$ cat config.mk
export PLATFORM = sky130hd
export DESIGN_NAME = txdesc_walker
export DESIGN_NICKNAME = d
export VERILOG_FILES = /design/src/rtl/txw_pkg.sv /design/src/rtl/txw_len_calc.sv /design/src/rtl/txw_int_status.sv /design/src/rtl/txdesc_walker.sv
export SDC_FILE = /design/constraint.sdc
export NUM_CORES = 1
export LEC_CHECK = 0
export BUFFER_PORTS_ARGS = -buffer_cell sky130_fd_sc_hd__buf_2
export CAP_MARGIN = 25
export CORE_MARGIN = 10
export CORE_UTILIZATION = 52
export CTS_BUF_LIST = sky130_fd_sc_hd__clkbuf_4 sky130_fd_sc_hd__clkbuf_8
export CTS_CLUSTER_SIZE = 12
export DETAILED_ROUTE_END_ITERATION = 10
export PLACE_DENSITY = 0.83
export RECOVER_POWER = 100
export REMOVE_ABC_BUFFERS = 1
export SYNTH_ARGS = -nofsm -noshare
export SYNTH_HDL_FRONTEND = slang
export SYNTH_SLANG_ARGS = --single-unit
$ cat constraint.sdc
create_clock -name clk -period 2.2 [get_ports clk]
set_input_delay 0 -clock clk [delete_from_list [all_inputs] [get_ports clk]]
set_output_delay 0 -clock clk [all_outputs]
set_load 0.005 [all_outputs]
$ cat src/rtl/txw_pkg.sv
package txw_pkg;

    localparam int WORD_W = 32;
    localparam int LEN_W  = 16;

    // control word bit positions
    localparam int CTL_OWN = 31;
    localparam int CTL_INT = 2;
    localparam int CTL_CRC = 1;
    localparam int CTL_PAD = 0;

    // write-back status bit positions
    localparam int WB_DONE = 19;
    localparam int WB_INT  = 16;

    // interrupt status indices
    localparam int IS_FRM   = 0;
    localparam int IS_CMP   = 1;
    localparam int IS_UNAV  = 2;
    localparam int IS_W     = 3;

    typedef enum logic [2:0] {
        W_IDLE, W_CTL, W_BUF, W_LEN, W_NXT, W_SEND, W_WSTAT, W_WCTL
    } walk_state_t;

    typedef struct packed {
        logic [WORD_W-1:0] ctl;
        logic [WORD_W-1:0] lenw;
    } desc_words_t;

    function automatic logic [LEN_W-1:0] padded_len(
        input logic [LEN_W-1:0] raw, input logic pad_on, input int unsigned min_len);
        if (pad_on && (32'(raw) < min_len))
            return LEN_W'(min_len);
        return raw;
    endfunction

    function automatic logic [WORD_W-1:0] wb_word(input logic [WORD_W-1:0] lenw, input logic want_int);
        logic [WORD_W-1:0] w;
        w = '0;
        w[LEN_W-1:0] = lenw[LEN_W-1:0];
        w[WB_DONE] = 1'b1;
        w[WB_INT]  = want_int;
        return w;
    endfunction

endpackage

$ cat src/rtl/txw_len_calc.sv
module txw_len_calc
    import txw_pkg::*;
#(
    parameter int MIN_LEN = 64
) (
    input  logic [WORD_W-1:0] ctl,
    input  logic [WORD_W-1:0] lenw,
    output logic [LEN_W-1:0]  len_out,
    output logic              crc_out,
    output logic [WORD_W-1:0] status_out,
    output logic [WORD_W-1:0] ctl_back
);
    always_comb begin
        len_out    = padded_len(lenw[LEN_W-1:0], ctl[CTL_PAD], MIN_LEN);
        crc_out    = ctl[CTL_CRC];
        status_out = wb_word(lenw, ctl[CTL_INT]);
        ctl_back   = ctl;
        ctl_back[CTL_OWN] = 1'b0;
    end
endmodule

$ cat src/rtl/txw_int_status.sv
module txw_int_status
    import txw_pkg::*;
(
    input  logic            clk,
    input  logic            rst,
    input  logic            clear_all,
    input  logic [IS_W-1:0] set_bits,
    input  logic [IS_W-1:0] clr_bits,
    input  logic [IS_W-1:0] enables,
    output logic [IS_W-1:0] status,
    output logic            irq
);
    always_ff @(posedge clk) begin
        if (rst || clear_all)
            status <= '0;
        else
            status <= (status & ~clr_bits) | set_bits;
    end

    assign irq = |(status & enables);
endmodule

$ cat src/rtl/txdesc_walker.sv
module txdesc_walker
    import txw_pkg::*;
#(
    parameter int AW      = 32,
    parameter int MIN_LEN = 64
) (
    input  logic              clk,
    input  logic              rst,
    input  logic              soft_rst,
    input  logic              tx_en,
    input  logic              start,
    input  logic [AW-1:0]     start_addr,
    output logic              mem_req,
    output logic              mem_we,
    output logic [AW-1:0]     mem_addr,
    output logic [WORD_W-1:0] mem_wdata,
    input  logic              mem_ack,
    input  logic [WORD_W-1:0] mem_rdata,
    output logic              frame_req,
    output logic [AW-1:0]     frame_addr,
    output logic [LEN_W-1:0]  frame_len,
    output logic              frame_crc,
    input  logic              frame_done,
    input  logic [IS_W-1:0]   int_en,
    input  logic [IS_W-1:0]   int_clr,
    output logic [IS_W-1:0]   int_status,
    output logic              irq,
    output logic              active,
    output logic [AW-1:0]     cur_desc,
    output logic [AW-1:0]     cur_buf
);
    localparam logic [AW-1:0] ALIGN_MASK = ~AW'(3);
    localparam logic [AW-1:0] OFF_BUF    = AW'(4);
    localparam logic [AW-1:0] OFF_LEN    = AW'(8);
    localparam logic [AW-1:0] OFF_NXT    = AW'(12);

    walk_state_t      state;
    desc_words_t      dw;
    logic [AW-1:0]    nxt_ptr;
    logic [IS_W-1:0]  set_bits;
    logic [WORD_W-1:0] status_word, ctl_word;
    logic             halt;
    logic             acked;

    assign halt  = soft_rst || !tx_en;
    assign acked = mem_req && mem_ack;

    txw_len_calc #(.MIN_LEN(MIN_LEN)) u_len (
        .ctl        (dw.ctl),
        .lenw       (dw.lenw),
        .len_out    (frame_len),
        .crc_out    (frame_crc),
        .status_out (status_word),
        .ctl_back   (ctl_word)
    );

    always_ff @(posedge clk) begin
        if (rst) begin
            state    <= W_IDLE;
            dw       <= '0;
            nxt_ptr  <= '0;
            cur_desc <= '0;
            cur_buf  <= '0;
        end else if (halt) begin
            state <= W_IDLE;
        end else begin
            unique case (state)
                W_IDLE: if (start) begin
                    cur_desc <= start_addr & ALIGN_MASK;
                    state    <= W_CTL;
                end
                W_CTL: if (acked) begin
                    dw.ctl <= mem_rdata;
                    state  <= mem_rdata[CTL_OWN] ? W_BUF : W_IDLE;
                end
                W_BUF: if (acked) begin
                    cur_buf <= mem_rdata[AW-1:0] & ALIGN_MASK;
                    state   <= W_LEN;
                end
                W_LEN: if (acked) begin
                    dw.lenw <= mem_rdata;
                    state   <= W_NXT;
                end
                W_NXT: if (acked) begin
                    nxt_ptr <= mem_rdata[AW-1:0] & ALIGN_MASK;
                    state   <= W_SEND;
                end
                W_SEND:  if (frame_done) state <= W_WSTAT;
                W_WSTAT: if (acked) state <= W_WCTL;
                W_WCTL: if (acked) begin
                    cur_desc <= nxt_ptr;
                    state    <= W_CTL;
                end
                default: state <= W_IDLE;
            endcase
        end
    end

    always_comb begin
        set_bits = '0;
        if (!halt && acked) begin
            if (state == W_CTL && !mem_rdata[CTL_OWN])
                set_bits[IS_UNAV] = 1'b1;
            if (state == W_WCTL) begin
                set_bits[IS_CMP] = 1'b1;
                set_bits[IS_FRM] = dw.ctl[CTL_INT];
            end
        end
    end

    always_comb begin
        mem_req   = 1'b0;
        mem_we    = 1'b0;
        mem_addr  = cur_desc;
        mem_wdata = '0;
        unique case (state)
            W_CTL:   mem_req = 1'b1;
            W_BUF:   begin mem_req = 1'b1; mem_addr = cur_desc + OFF_BUF; end
            W_LEN:   begin mem_req = 1'b1; mem_addr = cur_desc + OFF_LEN; end
            W_NXT:   begin mem_req = 1'b1; mem_addr = cur_desc + OFF_NXT; end
            W_WSTAT: begin
                mem_req = 1'b1; mem_we = 1'b1;
                mem_addr = cur_desc + OFF_LEN; mem_wdata = status_word;
            end
            W_WCTL:  begin
                mem_req = 1'b1; mem_we = 1'b1; mem_wdata = ctl_word;
            end
            default: ;
        endcase
    end

    assign frame_req  = (state == W_SEND);
    assign frame_addr = cur_buf;
    assign active     = (state != W_IDLE);

    txw_int_status u_ints (
        .clk       (clk),
        .rst       (rst),
        .clear_all (soft_rst),
        .set_bits  (set_bits),
        .clr_bits  (int_clr),
        .enables   (int_en),
        .status    (int_status),
        .irq       (irq)
    );
endmodule

==> flow_metrics.py <==
metrics = {
    "run_status": {
        "outcome": "finished, violations left",
        "violations": "negative setup slack",
    },
    "place": {
        "gp_congestion": 0.9730,
        "dp_hpwl_mm": 18.54,
        "io_buffer_count": 250,
        "placed_area_sq_mm": 0.008632,
        "place_inst": 1358,
        "place_ws_ns": 0.01057,
    },
    "pwr": {
        "p_total_mw": 5.618,
        "leakagePower_nw": 4.231,
        "clkPwrFrac_pct": 42.7,
        "ir_drop_mv": 0.4980,
        "powerDensity_mw_per_mm2": 556.4,
        "swShare_pct": 25.03,
        "power_frac_comb_pct": 10.2,
        "switchingPower_mw": 1.406,
        "intPower_mw": 4.212,
        "p_seq_share_pct": 47.1,
    },
    "detailed_routing": {
        "num_vias": 8535,
        "viasPerCell": 5.775,
        "wire_per_inst_microns": 19.71,
        "drt-total-wl_mm": 29.14,
        "drc": 0,
        "first_pass_iters": 7,
        "ant_nets": 0,
        "dr.first_iter.drc_count": 940,
    },
    "run": {
        "max_cap_viol_count": 0,
    },
    "die": {
        "rows": 42,
        "die_area_sq_mm": 0.01899,
        "die_h_microns": 137.8,
        "die_w_microns": 137.8,
        "start_util_pct": 53.85,
        "io_pins": 262,
        "design.core.area_sq_mm": 0.01340,
    },
    "layout": {
        "n_fill_cell": 1031,
        "area_growth_pct": 39.93,
        "utilization_pct": 75.35,
        "design_area_sq_mm": 0.01010,
        "final_common_cell": "nand2_1",
        "final_cell_mix": "nand2_1 (304), buf_2 (206), dfxtp_1 (133)",
        "stdcell_count": 1478,
        "drive_gt1_share_pct": 28.21,
        "fin_nets": 1367,
    },
    "yosys": {
        "ys_types": 60,
        "async_flop_share_pct": 0,
        "yosys_most_used_dff": "dfxtp_1",
        "yosysSeqAreaShare_pct": 39.67,
        "synthCells": 984,
        "ys_ff_latch": 143,
        "synth_edf_count": 0,
        "ys.warnings.count": 0,
        "netlist_area_sq_mm": 0.007216,
        "synth.avg_cell_area_sq_um": 7.333,
    },
    "worst_setup_path": {
        "crit_fanout": 7,
        "cp-start-kind": "flip-flop",
        "cp_num_buf_inv": 1,
        "cp_slowest_stage_delay_ns": 0.48,
        "critPathTopFamily": "simple AND/OR/NAND/NOR gates",
        "end_kind": "output port",
        "cp_slowest_cell": "or3_4",
        "crit_type": "reg -> out",
        "path_cells": "nand4_4 -> or3_4 -> o41ai_1 -> and4b_1 -> o21a_1 -> a311oi_1 -> buf_2",
        "crit_arrival_ns": 2.47,
        "critPathRequiredTime_ns": 2.20,
    },
    "clock_network": {
        "clk_latency_ns": 0.46,
        "numCtsBuffers": 17,
        "root_buffer": "clkbuf_8",
        "clock_path_buffers": 2,
        "clk_pin_slew_ns": 0.08,
        "h-tree-depth": 4,
        "clkSinkCount": 143,
        "cts_tree": "yes",
    },
    "global_route": {
        "first_global_vias": 8104,
        "grt_max_degree": 62,
        "overflow": 0,
        "track_usage_pct": 28.99,
        "antenna_found_initial": 0,
        "grt_pass1_wl_mm": 43.60,
    },
    "timing": {
        "fin_crit_ns": 2.472,
        "rsz0062_at_grt": "true",
        "max_clock_freq_mhz": 404.5,
        "setup_viol": 59,
        "relSlewSlack_pct": 61.59,
        "min_period_over_period_pct": 112.4,
        "final_max_slew_viol_count": 0,
        "hold_violations": 0,
        "fin_worst_skew_ns": 0.01039,
        "fin_tns_setup_ns": -5.946,
        "hold-worst-slack_ns": 0.03025,
        "worstMarginPinSlew_ns": 0.5762,
        "worst_slack_ns": -0.2724,
    },
    "worst_hold_path": {
        "min_path_type": "in -> reg",
    },
}
[cell families (layout without fill, tap and decap cells)]
family / count (synthesis) / after routing / synth area share (%)
AOI/OAI and AO/OA: 216 / 216 / 18.85
xor gates and xnor gates: 25 / 25 / 3.035
adders and majority gates: 3 / 3 / 0.4855
buffers and inverters: 128 / 437 / 9.121
DFF: 143 / 143 / 39.67
muxes: 2 / 2 / 0.2775
other: 1 / 10 / 0.05197
and+or+nand+nor: 466 / 466 / 28.51
[what timing repair did]
action | in CTS | in global routing
hold buffers | 70 | 0
gates cloned | 0 | 1
hold endpoints to repair | 143 | 0
buffers inserted | 9 | 7
setup endpoints to repair | 23 | 91
resized for setup | 44 | 32
pin swaps | 21 | 15
[sequential cells by signal (all words and copies together) (netlist names)]
signal	flops
state	3
cur_buf	30
nxt_ptr	30
u_ints.status	3
cur_desc	30
dw	47
[synthesized netlist by cell type, drive strengths merged (3+ instances only)]
cell type	number	share of area [%]
or2	5	0.43
nand4	13	1.2
dfxtp	143	40
nand2b	5	0.43
nand2	307	16
a31oi	5	0.43
inv	7	0.36
nand3	18	1.2
and3	5	0.43
a211o	4	0.49
xnor2	19	2.3
a21oi	124	8.7
xor2	6	0.73
o21ai	12	0.88
nor2	54	2.9
a311oi	32	3.9
clkbuf	70	3.6
buf	51	5.1
nor3	13	1.0
o22ai	4	0.35
nor4	3	0.35
and2	24	2.1
and4	3	0.38
a22o	19	2.3
or3	7	0.68
o21a	4	0.42
[cell type report]
cell class                 count  area, sq um  area share [%]
clock buffer                  20        269.0           2.664
antenna                        1        2.502         0.02478
sequential                   143         2880           28.53
tap                          176        220.2           2.181
timing repair buffer         398         2559           25.34
clock inverter                12        182.7           1.809
multi-input combinational    721         3954           39.16
inverter                       7        30.03          0.2974
[per-layer routing]
metal | part of all wire [%] | global-route usage, %
met1 | 38 | 33.93
met4 | 3.1 | 12.51
met5 | 0 | 0
met2 | 48 | 48.19
met3 | 11 | 8.631
[worst paths after layout]
| kind | from | endpoint | slack [ns] | cells past startpoint |
|---|---|---|---|---|
| max reg2reg | state[1] | cur_desc[19] | -0.23 | 9 |
| max | cur_desc[7] | mem_addr[28] | -0.27 | 7 |
| min | rst | dw[4] | 0.03 | 2 |
| min reg2reg | dw[59] | dw[59] | 0.45 | 2 |
[power groups by stage]
stage	clock [mW]	sequential (mW)	combinational (mW)
4_1_cts	2.39	2.65	0.549
6_report	2.40	2.65	0.573
3_5_place_dp	0	2.71	0.444
5_1_grt	2.53	2.65	0.614
3_3_place_gp	0	2.71	0.443
2_1_floorplan	0	2.73	0.125
No activity file was read; power rests on OpenSTA's default activity.
